$ cat src/rtl/flash_pe_pkg.sv
package flash_pe_pkg;
  typedef enum logic [1:0] {OP_PROG = 2'd0, OP_SECT = 2'd1, OP_CHIP = 2'd2, OP_ID = 2'd3} fop_e;

  localparam logic [11:0] ADR_A = 12'h555;
  localparam logic [11:0] ADR_B = 12'h2AA;
  localparam logic [7:0] D_UNL1 = 8'hAA;
  localparam logic [7:0] D_UNL2 = 8'h55;
  localparam logic [7:0] C_PROG = 8'hA0;
  localparam logic [7:0] C_ERS  = 8'h80;
  localparam logic [7:0] C_SECT = 8'h20;
  localparam logic [7:0] C_CHIP = 8'h10;
  localparam logic [7:0] C_ID   = 8'h90;
  localparam logic [7:0] C_EXIT = 8'hF0;

  typedef struct packed {
    logic [11:0] a;
    logic [7:0]  d;
    logic        use_addr;
    logic        use_data;
  } step_t;
endpackage

$ cat src/rtl/flash_bus_cycle.sv
module flash_bus_cycle #(
  parameter int AW      = 19,
  parameter int T_SETUP = 2,
  parameter int T_PULSE = 3,
  parameter int T_ACC   = 18
) (
  input  logic          clk_i,
  input  logic          rst_ni,
  input  logic          start_i,
  input  logic          wr_i,
  input  logic [AW-1:0] addr_i,
  input  logic [7:0]    wdata_i,
  output logic          ack_o,
  output logic [7:0]    rdata_o,
  output logic [AW-1:0] fl_addr_o,
  output logic [7:0]    fl_dq_o,
  output logic          fl_dq_oe_o,
  input  logic [7:0]    fl_dq_i,
  output logic          fl_ce_no,
  output logic          fl_oe_no,
  output logic          fl_we_no
);
  localparam int CMAX = (T_ACC > T_SETUP) ? ((T_ACC > T_PULSE) ? T_ACC : T_PULSE)
                                          : ((T_SETUP > T_PULSE) ? T_SETUP : T_PULSE);
  localparam int CW = $clog2(CMAX + 1);

  typedef enum logic [2:0] {B_IDLE, B_SETUP, B_PULSE, B_HOLD, B_READ, B_GAP} bst_e;

  bst_e          st_q;
  logic [CW-1:0] cnt_q;
  logic [AW-1:0] addr_q;
  logic [7:0]    data_q, rdata_q;

  always_ff @(posedge clk_i or negedge rst_ni) begin
    if (!rst_ni) begin
      st_q <= B_IDLE; cnt_q <= '0; addr_q <= '0; data_q <= '0; rdata_q <= '0;
    end else begin
      case (st_q)
        B_IDLE: if (start_i) begin
          addr_q <= addr_i; data_q <= wdata_i; cnt_q <= '0;
          st_q   <= wr_i ? B_SETUP : B_READ;
        end
        B_SETUP: if (cnt_q == CW'(T_SETUP - 1)) begin cnt_q <= '0; st_q <= B_PULSE; end
                 else cnt_q <= cnt_q + 1'b1;
        B_PULSE: if (cnt_q == CW'(T_PULSE - 1)) begin cnt_q <= '0; st_q <= B_HOLD; end
                 else cnt_q <= cnt_q + 1'b1;
        B_HOLD:  st_q <= B_GAP;
        B_READ:  if (cnt_q == CW'(T_ACC - 1)) begin rdata_q <= fl_dq_i; st_q <= B_GAP; end
                 else cnt_q <= cnt_q + 1'b1;
        default: st_q <= B_IDLE;
      endcase
    end
  end

  assign fl_addr_o  = addr_q;
  assign fl_dq_o    = data_q;
  assign fl_dq_oe_o = (st_q == B_SETUP) || (st_q == B_PULSE) || (st_q == B_HOLD);
  assign fl_we_no   = (st_q != B_PULSE);
  assign fl_oe_no   = (st_q != B_READ);
  assign fl_ce_no   = !(fl_dq_oe_o || (st_q == B_READ));
  assign ack_o      = (st_q == B_GAP);
  assign rdata_o    = rdata_q;

  assert_we_in_ce_R1: assert property (@(posedge clk_i) disable iff (!rst_ni)
    !fl_we_no |-> (!fl_ce_no && fl_oe_no));
  assert_addr_hold_R1: assert property (@(posedge clk_i) disable iff (!rst_ni)
    (!fl_ce_no && $past(!fl_ce_no)) |-> ($stable(fl_addr_o) && $stable(fl_dq_o)));
  assert_read_nodrive_R2: assert property (@(posedge clk_i) disable iff (!rst_ni)
    !fl_oe_no |-> !fl_dq_oe_o);
  assert_start_idle_R2: assert property (@(posedge clk_i) disable iff (!rst_ni)
    start_i |-> (st_q == B_IDLE));
endmodule

$ cat src/rtl/flash_poll_judge.sv
module flash_poll_judge (
  input  logic clk_i,
  input  logic rst_ni,
  input  logic clr_i,
  input  logic rd_ack_i,
  input  logic toggle_i,
  input  logic expect7_i,
  input  logic rd7_i,
  input  logic rd6_i,
  output logic hit_o
);
  logic prev6_q, have_prev_q;

  always_ff @(posedge clk_i or negedge rst_ni) begin
    if (!rst_ni) begin
      prev6_q <= 1'b0; have_prev_q <= 1'b0;
    end else if (clr_i) begin
      have_prev_q <= 1'b0;
    end else if (rd_ack_i) begin
      prev6_q <= rd6_i; have_prev_q <= 1'b1;
    end
  end

  // candidate verdict for the read finishing this cycle
  assign hit_o = toggle_i ? (have_prev_q && (rd6_i == prev6_q)) : (rd7_i == expect7_i);
endmodule

$ cat src/rtl/flash_pe_seq.sv
module flash_pe_seq
  import flash_pe_pkg::*;
#(
  parameter int AW      = 19,
  parameter int T_SETUP = 2,
  parameter int T_PULSE = 3,
  parameter int T_ACC   = 18,
  parameter int TO_PROG = 6000,
  parameter int TO_SECT = 6250000,
  parameter int TO_CHIP = 25000000
) (
  input  logic          clk_i,
  input  logic          rst_ni,
  input  logic          req_valid_i,
  input  logic [1:0]    req_op_i,
  input  logic [AW-1:0] req_addr_i,
  input  logic [7:0]    req_data_i,
  input  logic          poll_toggle_i,
  output logic          busy_o,
  output logic          done_o,
  output logic          fail_o,
  output logic          timeout_o,
  output logic [15:0]   id_o,
  output logic [AW-1:0] fl_addr_o,
  output logic [7:0]    fl_dq_o,
  output logic          fl_dq_oe_o,
  input  logic [7:0]    fl_dq_i,
  output logic          fl_ce_no,
  output logic          fl_oe_no,
  output logic          fl_we_no
);
  localparam int TOMAX = (TO_CHIP > TO_SECT) ? ((TO_CHIP > TO_PROG) ? TO_CHIP : TO_PROG)
                                             : ((TO_SECT > TO_PROG) ? TO_SECT : TO_PROG);
  localparam int TW = $clog2(TOMAX + 1);

  typedef enum logic [2:0] {S_IDLE, S_CMD, S_POLL, S_CONF, S_VERIFY, S_IDRD, S_EXIT} st_e;

  st_e           st_q;
  fop_e          op_q;
  logic [AW-1:0] addr_q;
  logic [7:0]    data_q;
  logic          tog_q, pend_q, conf_q, done_q, fail_q, to_q;
  logic [2:0]    step_q, last_step;
  logic [TW-1:0] tcnt_q, limit;
  logic [15:0]   id_q;

  logic          bus_start, bus_wr, bus_ack, hit, tmo, poll_ack, judge_clr;
  logic [AW-1:0] bus_addr;
  logic [7:0]    bus_wdata, bus_rdata;
  step_t         stp;

  function automatic step_t cmd_step(fop_e op, logic [2:0] k);
    step_t s;
    s = '{a: ADR_A, d: D_UNL1, use_addr: 1'b0, use_data: 1'b0};
    case (k)
      3'd0: ;
      3'd1: begin s.a = ADR_B; s.d = D_UNL2; end
      3'd2: s.d = (op == OP_PROG) ? C_PROG : ((op == OP_ID) ? C_ID : C_ERS);
      3'd3: if (op == OP_PROG) begin s.use_addr = 1'b1; s.use_data = 1'b1; end
      3'd4: begin s.a = ADR_B; s.d = D_UNL2; end
      default: begin s.d = (op == OP_SECT) ? C_SECT : C_CHIP; s.use_addr = (op == OP_SECT); end
    endcase
    return s;
  endfunction

  always_comb begin
    stp       = cmd_step(op_q, step_q);
    last_step = (op_q == OP_PROG) ? 3'd3 : ((op_q == OP_ID) ? 3'd2 : 3'd5);
    bus_wr    = (st_q == S_CMD) || (st_q == S_EXIT);
    bus_start = (st_q != S_IDLE) && !pend_q;
    case (st_q)
      S_CMD:   bus_addr = stp.use_addr ? addr_q : AW'(stp.a);
      S_EXIT:  bus_addr = AW'(ADR_A);
      S_IDRD:  bus_addr = AW'(step_q[0]);
      default: bus_addr = addr_q;
    endcase
    bus_wdata = (st_q == S_CMD) ? (stp.use_data ? data_q : stp.d) : C_EXIT;
    case (op_q)
      OP_PROG: limit = TW'(TO_PROG);
      OP_SECT: limit = TW'(TO_SECT);
      default: limit = TW'(TO_CHIP);
    endcase
  end

  assign tmo       = (tcnt_q >= limit);
  assign poll_ack  = bus_ack && ((st_q == S_POLL) || (st_q == S_CONF));
  assign judge_clr = bus_ack && (st_q == S_CMD) && (step_q == last_step);

  flash_bus_cycle #(.AW(AW), .T_SETUP(T_SETUP), .T_PULSE(T_PULSE), .T_ACC(T_ACC)) u_bus (
    .clk_i, .rst_ni, .start_i(bus_start), .wr_i(bus_wr), .addr_i(bus_addr),
    .wdata_i(bus_wdata), .ack_o(bus_ack), .rdata_o(bus_rdata),
    .fl_addr_o, .fl_dq_o, .fl_dq_oe_o, .fl_dq_i, .fl_ce_no, .fl_oe_no, .fl_we_no
  );

  flash_poll_judge u_judge (
    .clk_i, .rst_ni, .clr_i(judge_clr), .rd_ack_i(poll_ack), .toggle_i(tog_q),
    .expect7_i((op_q == OP_PROG) ? data_q[7] : 1'b1),
    .rd7_i(bus_rdata[7]), .rd6_i(bus_rdata[6]), .hit_o(hit)
  );

  always_ff @(posedge clk_i or negedge rst_ni) begin
    if (!rst_ni) begin
      st_q <= S_IDLE; op_q <= OP_PROG; addr_q <= '0; data_q <= '0; tog_q <= 1'b0;
      pend_q <= 1'b0; conf_q <= 1'b0; done_q <= 1'b0; fail_q <= 1'b0; to_q <= 1'b0;
      step_q <= '0; tcnt_q <= '0; id_q <= '0;
    end else begin
      done_q <= 1'b0;
      if (bus_start) pend_q <= 1'b1;
      if (bus_ack)   pend_q <= 1'b0;
      if (((st_q == S_POLL) || (st_q == S_CONF)) && !tmo) tcnt_q <= tcnt_q + 1'b1;
      case (st_q)
        S_IDLE: if (req_valid_i) begin
          op_q <= fop_e'(req_op_i); addr_q <= req_addr_i; data_q <= req_data_i;
          tog_q <= poll_toggle_i; step_q <= '0; fail_q <= 1'b0; to_q <= 1'b0;
          st_q <= S_CMD;
        end
        S_CMD: if (bus_ack) begin
          if (step_q == last_step) begin
            step_q <= '0; tcnt_q <= '0; conf_q <= 1'b0;
            st_q <= (op_q == OP_ID) ? S_IDRD : S_POLL;
          end else step_q <= step_q + 1'b1;
        end
        S_POLL: if (bus_ack) begin
          if (tmo) begin to_q <= 1'b1; done_q <= 1'b1; st_q <= S_IDLE; end
          else if (hit) begin conf_q <= 1'b0; st_q <= S_CONF; end
        end
        S_CONF: if (bus_ack) begin
          if (tmo) begin to_q <= 1'b1; done_q <= 1'b1; st_q <= S_IDLE; end
          else if (!hit) st_q <= S_POLL;
          else if (!conf_q) conf_q <= 1'b1;
          else if (op_q == OP_PROG) st_q <= S_VERIFY;
          else begin done_q <= 1'b1; st_q <= S_IDLE; end
        end
        S_VERIFY: if (bus_ack) begin
          fail_q <= (bus_rdata != data_q); done_q <= 1'b1; st_q <= S_IDLE;
        end
        S_IDRD: if (bus_ack) begin
          if (!step_q[0]) begin id_q[15:8] <= bus_rdata; step_q <= 3'd1; end
          else begin id_q[7:0] <= bus_rdata; st_q <= S_EXIT; end
        end
        S_EXIT: if (bus_ack) begin done_q <= 1'b1; st_q <= S_IDLE; end
        default: st_q <= S_IDLE;
      endcase
    end
  end

  assign busy_o    = (st_q != S_IDLE);
  assign done_o    = done_q;
  assign fail_o    = fail_q;
  assign timeout_o = to_q;
  assign id_o      = id_q;

  assert_done_idle_R12: assert property (@(posedge clk_i) disable iff (!rst_ni)
    done_o |-> !busy_o);
  assert_poll_after_cmd_R5: assert property (@(posedge clk_i) disable iff (!rst_ni)
    !fl_oe_no |-> ((st_q != S_CMD) && (st_q != S_EXIT)));
  assert_erase_conf_R8: assert property (@(posedge clk_i) disable iff (!rst_ni)
    (done_o && !timeout_o && ((op_q == OP_SECT) || (op_q == OP_CHIP))) |-> ($past(st_q) == S_CONF));
  assert_fail_to_excl_R9: assert property (@(posedge clk_i) disable iff (!rst_ni)
    !(fail_o && timeout_o));
  assert_to_done_R10: assert property (@(posedge clk_i) disable iff (!rst_ni)
    $rose(timeout_o) |-> done_o);
endmodule

$ cat config.mk
export PLATFORM = sky130hd
export DESIGN_NAME = flash_pe_seq
export DESIGN_NICKNAME = d
export VERILOG_FILES = /design/src/rtl/flash_pe_pkg.sv /design/src/rtl/flash_bus_cycle.sv /design/src/rtl/flash_poll_judge.sv /design/src/rtl/flash_pe_seq.sv
export SDC_FILE = /design/constraint.sdc
export NUM_CORES = 1
export LEC_CHECK = 0
export ABC_AREA = 1
export BUFFER_PORTS_ARGS = -buffer_cell sky130_fd_sc_hd__buf_2
export CAP_MARGIN = 20
export CELL_PAD_IN_SITES_DETAIL_PLACEMENT = 1
export CELL_PAD_IN_SITES_GLOBAL_PLACEMENT = 1
export CORE_ASPECT_RATIO = 2
export CORE_UTILIZATION = 48
export CTS_BUF_LIST = sky130_fd_sc_hd__clkbuf_8
export DETAILED_ROUTE_END_ITERATION = 12
export GPL_TIMING_DRIVEN = 0
export HOLD_SLACK_MARGIN = 0.03
export PLACE_DENSITY = 0.95
export SYNTH_ARGS = -nofsm -noshare
export SYNTH_HDL_FRONTEND = slang
export SYNTH_SLANG_ARGS = --single-unit
export TNS_END_PERCENT = 5
$ cat constraint.sdc
create_clock -name clk_i -period 3.9 [get_ports clk_i]
set_clock_uncertainty 0.2 [all_clocks]
set_input_delay 0.585 -clock clk_i [delete_from_list [all_inputs] [get_ports clk_i]]
set_output_delay 0.585 -clock clk_i [all_outputs]
set_load 0.05 [all_outputs]
Word level (Yosys, flattened, before mapping)

Cells that the tools add are included.

Bits in registers: 127
Bits of input ports: 41
Output and inout port bits: 51
Word-level logic and storage cells: 204

$add $sub $neg: 3
Order comparisons: 1
Equality and inequality tests: 49
Muxes and demuxes: 82
Bitwise logic cells: 2
Reduce and logical (&&, ||, !) cells: 45

Operator list:

| cell                  | number |
|---|---|
| $mux 25               | 4 |
| $mux 3                | 27 |
| $pmux 19 s3           | 1 |
| $pmux 25 s2           | 1 |
| $ne 2x2->1 const B    | 14 |
| $mux 1                | 27 |
| $add 25x1->25 const B | 1 |
| $ge 25x25->1          | 1 |
| $mux 5                | 5 |
| $pmux 8 s3            | 1 |
| $pmux 5 s4            | 1 |
| $mux 19               | 1 |
| $eq 3x2->1 const B    | 6 |
| $eq 3x3->1 const B    | 6 |
| $pmux 3 s6            | 1 |
| $mux 8                | 2 |
| $pmux 3 s5            | 1 |
| $ne 2x1->1 const B    | 7 |
| $mux 6                | 2 |
| $reduce_and 3->1      | 4 |
| $reduce_and 4->1      | 3 |
| $mux 11               | 1 |
| $reduce_and 10->1     | 1 |
| $eq 3x1->1 const B    | 3 |
| other kinds (31)      | 61 |

Logic depth before layout (Yosys ltp)

Depth after elaboration: 9
Mapped depth: 20

Hierarchy

A second synthesis with hierarchy kept.

Cells, all modules: 947
Area, all modules: 7511.0 um^2

By module, submodules not included:

| module           | instances | cells an instance | area an instance (um^2) | seq. area each (um^2) |
|---|---|---|---|---|
| flash_pe_seq     | 1         | 737               | 5351.4                  | 2052.0 |
| flash_bus_cycle  | 1         | 188               | 2030.7                  | 1076.0 |
| flash_poll_judge | 1         | 22                | 128.9                   | 50.0 |

Worst setup path after synthesis

No wires, ideal clock.

Path type: register to register
From: reg op_q[0]
To: reg tcnt_q[15]
Library setup time: 114 ps
Arrival: 2349 ps
Required time: 3586 ps
Setup slack: 1237 ps
Stages on the path, launching flop included: 21
Clock period less this slack: 2663 ps
Path through: dfrtp_1 > inv_1 > ha_1 > buf_6 > inv_4 > nand2_4 > ha_1 > nand2_1 > nor2_1 > nand2_1 > nor2_1 > nand2_1 > nor2_1 > nor2_4 > nand3_4 > inv_2 > buf_6 > nand2_1 > nand2_1 > inv_1 > nor2_1

Cells in the longest elaborated chain, start to end: 9

RTL lines:

| item                                          | RTL line                               | source |
|---|---|---|
| from (decl)                                   | flash_pe_seq.sv:39                     | `fop_e op_q;` |
| from (signal assigned)                        | flash_pe_seq.sv:113                    | `op_q <= fop_e'(req_op_i); addr_q <= req_addr_i; data_q <= req_data_i;` |
| $eq 2x1->1 or $logic_not 2->1 (tied branches) | flash_pe_seq.sv:78, flash_pe_seq.sv:68 |  |
| $pmux 25 s2                                   | flash_pe_seq.sv:78                     | `case (op_q)` |
| $ge 25x25->1                                  | flash_pe_seq.sv:85                     | `assign tmo = (tcnt_q >= limit);` |
| $logic_not 1->1                               | flash_pe_seq.sv:110                    | `if (((st_q == S_POLL) \|\| (st_q == S_CONF)) && !tmo) tcnt_q <= tcnt_q + 1'b1;` |
| $logic_and 1x1->1                             | flash_pe_seq.sv:110                    |  |
| $mux 25                                       | flash_pe_seq.sv:110                    |  |
| $mux 25                                       | flash_pe_seq.sv:118                    | `if (step_q == last_step) begin` |
| $mux 25                                       | flash_pe_seq.sv:117                    | `S_CMD: if (bus_ack) begin` |
| $mux 25 *                                     | flash_pe_seq.sv:111                    | `case (st_q)` |
| to (signal assigned)                          | flash_pe_seq.sv:110                    |  |
| to (decl)                                     | flash_pe_seq.sv:44                     | `logic [TW-1:0] tcnt_q, limit;` |

Mark *: on every way between the ends. The rest lies on a longest branch, timed or not.
A chain may end at the register's enable or synchronous reset.

Worst setup path in the final report

From: reg op_q[0]
To: reg to_q (netlist: timeout_o)

Cells in the longest elaborated chain, start to end: 5

RTL lines:

| item                                          | RTL line            | source |
|---|---|---|
| $eq 2x1->1 or $logic_not 2->1 (tied branches) | flash_pe_seq.sv:78  |  |
| $pmux 25 s2 *                                 | flash_pe_seq.sv:78  |  |
| $ge 25x25->1 *                                | flash_pe_seq.sv:85  |  |
| $ne 2x1->1 (no source line) *                 | -                   |  |
| $reduce_and 4->1 (no source line) *           | -                   |  |
| to (signal assigned)                          | flash_pe_seq.sv:104 | `pend_q <= 1'b0; conf_q <= 1'b0; done_q <= 1'b0; fail_q <= 1'b0; to_q <= 1'b0;` |
| to (signal assigned)                          | flash_pe_seq.sv:114 | `tog_q <= poll_toggle_i; step_q <= '0; fail_q <= 1'b0; to_q <= 1'b0;` |
| to (signal assigned)                          | flash_pe_seq.sv:124 | `if (tmo) begin to_q <= 1'b1; done_q <= 1'b1; st_q <= S_IDLE; end` |
| to (decl)                                     | flash_pe_seq.sv:42  | `logic tog_q, pend_q, conf_q, done_q, fail_q, to_q;` |

Marked as above.

==> run_results.csv <==
group,metric,value,unit
yosys,avgSynthCellArea,7.612,um2
sta,min_period,3.193,ns
drt,routedWlPerCell,20.34,um
critical_path,crit_type,"reg2reg",
die,dieArea,0.01524,mm2
die,ios,92,
yosys,yosys_warnings,0,
yosys,synth-seq-cells,127,
sta,timing.final.ws_setup,0.7075,ns
worst_hold_path,whs_path_depth,3,
critical_path,critical_path_arrival,3.40,ns
critical_path,start_kind,"flop",
job,maxCapViolCount,0,
power_and_ir_drop,switching_share,50.76,%
die,die_x,87.78,um
drt,vias,7095,
finish,post_layout_nonfiller_instances,1245,
clock_network,root_buffer,"clkbuf_8",
critical_path,worst_setup_path_end_kind,"flop",
power_and_ir_drop,pwr-share-clk,18.9,%
finish,nNetsFinal,1111,
finish,drive_gt1_share,16.73,%
grt,grt_use_met2,64.47,%
power_and_ir_drop,power.total,6.645,mW
yosys,syn_inst,928,
critical_path,required,4.11,ns
placed_design,place_ws,0.6840,ns
critical_path,crit_fanout,10,
die,rows,62,
finish,n_fill_cell,1833,
placed_design,hpwl,18230,um
clock_network,tritoncts,"yes",
power_and_ir_drop,combPwrFrac,49.3,%
sta,fmaxAchievable,0.3132,GHz
yosys,netlist_area,0.007064,mm2
worst_hold_path,hold_end,"data_q[1]$_DFFE_PN0P_",
critical_path,r2r-start,"op_q[0]$_DFFE_PN0P_",
finish,final_common_cell,"nand2_1",
power_and_ir_drop,internal_power,3.272,mW
placed_design,port_buffers,91,
drt,drtIter0Drc,310,
clock_network,clk_pin_slew,0.08,ns
grt,grt_pass1_vias,8035,
sta,worstMarginPinSlew,0.6572,ns
critical_path,ff2ff_setup_slack,0.71,ns
placed_design,place.gp.congestion,0.9375,
grt,grt_overflow_total,0,
clock_network,cts.sinks,127,
worst_hold_path,min-delay-start,"req_data_i[1]",
drt,drtPass1Iterations,4,
critical_path,reg2reg_to,"timeout_o$_DFFE_PN0P_",
clock_network,post_cts_buffers,0,
finish,final_cell_mix,"293 x nand2_1, 127 x dfrtp_1, 98 x buf_2",
finish,area_growth,16.47,%
yosys,yosysUniqueCellTypes,44,
sta,finalCritPeriodShare,81.86,%
grt,top_usage_layer,"met2",
clock_network,clock_latency,0.48,ns
sta,setup_viol_count_final,0,
yosys,syn_nets,999,
critical_path,r2r_cells,17,
finish,final_util,57.33,%
die,coreArea,0.01435,mm2
sta,slew_violations,0,
grt,grtUsageTotal,35.55,%
grt,grtUsageMet1,32.96,%
sta,setup_tns,0,ns
outcome,status,"finished clean",
grt,antenna_found_initial,0,
sta,rsz0062_at_grt,"no",
yosys,yosysSeqAreaShare,44.99,%
worst_hold_path,hold_class,"in2reg",
drt,ant_nets,0,
sta,slew_headroom,55.73,%
grt,use_met3,7.143,%
grt,grt_max_degree,97,
power_and_ir_drop,power.leakage,4.246,nW
drt,drt-total-wl,25320,um
sta,hold_viol,0,
clock_network,cts_made_buffers,17,
die,start_util,49.22,%
grt,grt_pass1_wl,40470,um
clock_network,ctsHtreeMaxLevel,4,
drt,drcViolationCount,0,
clock_network,clock_path_buffers,2,
power_and_ir_drop,ir_drop,0.0005710,V
placed_design,dp.cells,1212,
power_and_ir_drop,p_sw,3.373,mW
die,chipHeight,173.6,um
power_and_ir_drop,power.density,807.6,mW/mm2
power_and_ir_drop,p_seq_share,31.8,%
drt,vias_per_cell,5.699,
## kinds of logic after synthesis
| family | Yosys count | synth area share [%] |
|---|---|---|
| buffers and inverters | 120 | 7.085 |
| DFF | 127 | 44.99 |
| and+or+nand+nor | 497 | 30.02 |
| adders and majority gates | 30 | 5.313 |
| AOI/OAI and AO/OA | 141 | 10.98 |
| xor gates and xnor gates | 13 | 1.612 |
## synth_stat cells
| cell | n | area (um2) |
|---|---|---|
| nor3_2 | 3 | 30.03 |
| xnor2_1 | 9 | 78.83 |
| nand2_2 | 2 | 12.51 |
| nor2_4 | 5 | 56.30 |
| o211ai_1 | 7 | 52.55 |
| nand3b_1 | 1 | 7.510 |
| nand2_1 | 293 | 1100 |
| nor2_2 | 2 | 12.51 |
| xor2_1 | 4 | 35.03 |
| nand3_4 | 1 | 17.52 |
| a21oi_1 | 62 | 310.3 |
| nor3_4 | 1 | 16.27 |
| o211a_1 | 1 | 10.01 |
| a21o_1 | 4 | 30.03 |
| dfrtp_1 | 127 | 3178 |
| clkbuf_1 | 5 | 18.77 |
| a31o_2 | 2 | 17.52 |
| o21ai_0 | 48 | 240.2 |
| o21ai_1 | 4 | 20.02 |
| buf_6 | 3 | 33.78 |
| nand3_2 | 1 | 10.01 |
| nor3_1 | 17 | 85.08 |
| buf_4 | 4 | 30.03 |
| nand3_1 | 59 | 295.3 |
| o31ai_1 | 2 | 15.01 |
| nand2_4 | 1 | 11.26 |
| inv_2 | 11 | 41.29 |
| a21oi_2 | 1 | 8.760 |
| buf_2 | 8 | 40.04 |
| or2_1 | 1 | 6.260 |
| ha_1 | 30 | 375.4 |
| a32o_1 | 1 | 10.01 |
| a31oi_1 | 3 | 18.77 |
| o22ai_1 | 3 | 18.77 |
| nand4_1 | 7 | 43.79 |
| o21ai_2 | 1 | 8.760 |
| nor4_1 | 4 | 25.02 |
| inv_4 | 1 | 6.260 |
| o21bai_1 | 2 | 15.01 |
| nor2_1 | 91 | 341.6 |
| or2_0 | 1 | 6.260 |
| inv_1 | 88 | 330.3 |
| and3_1 | 1 | 6.260 |
| or2_2 | 6 | 37.54 |
## metal layers
metal | up-vias | wire (um)
li1 | 3207 | -
met1 | 3477 | 8087
met2 | 267 | 14080
met3 | 144 | 990
met4 | 0 | 2165
met5 | - | 0
## through the flow
step | cell area [um2] | hold slack [ns]
after CTS | 8225 | 0.1060
after floorplan | 7064 | 0.08941
after global placement | 7760 | 0.2537
after global routing | 8225 | 0.1104
final | 8228 | 0.1099
after detailed placement | 7794 | 0.2647
## power by group through the flow
stage	combinational [mW]	sequential, mW	clock, mW
final	3.28	2.11	1.26
after global routing	3.57	2.15	1.30
after CTS	3.28	2.10	1.25
after detailed placement	3.17	2.11	0
after global placement	3.00	2.08	0
after floorplan	1.74	2.57	0
## cell type report
type	count	area, um2	share of cell area (%)
multi-input cells	681	3386	41.15
flip-flops and latches	127	3178	38.63
repair buffers	93	499.2	6.068
inverters	100	377.9	4.592
clock buffers	19	261.5	3.178
well taps	192	240.2	2.920
clock inverters	12	160.2	1.946
plain buffers	20	122.6	1.490
diodes	1	2.502	0.03041
## worst max-delay path: stages, from the launching register on
cell,delay [ns]
dfrtp_1,0.43
inv_1,0.08
ha_1,0.34
buf_6,0.21
inv_4,0.08
nand2_4,0.08
ha_1,0.31
nand2_1,0.06
nor2_1,0.22
nand2_1,0.10
nor2_1,0.10
nand2_1,0.05
nor2_1,0.17
nor2_4,0.10
nand3_4,0.10
buf_4,0.19
nand3_1,0.13
a21oi_1,0.16
## how the worst max path moves through the flow
stage                             start                endpoint  depth (start not counted)
finish              op_q[0]$_DFFE_PN0P_   timeout_o$_DFFE_PN0P_                         17
detailed placement  op_q[0]$_DFFE_PN0P_   timeout_o$_DFFE_PN0P_                         17
CTS                 op_q[0]$_DFFE_PN0P_   timeout_o$_DFFE_PN0P_                         17
floorplan           op_q[0]$_DFFE_PN0P_    tcnt_q[15]$_DFF_PN0_                         20
global placement                 rst_ni  addr_q[14]$_DFFE_PN0P_                          1
global route        op_q[0]$_DFFE_PN0P_   timeout_o$_DFFE_PN0P_                         17
## sequential cells by signal, summed over array words and instances (netlist names), 5 cells and up
signal,cells
tcnt_q,25
addr_q,19
u_bus.fl_addr_o,19
id_o,16
data_q,8
u_bus.fl_dq_o,8
u_bus.rdata_o,8
u_bus.cnt_q,5
## repair_timing
| action | in CTS | in global routing |
|---|---|---|
| endpoints found under the hold margin | 31 | 0 |
| hold buffers | 1 | 0 |
| resized for setup | 0 | 0 |
No activity file was read; power rests on OpenSTA's default activity.
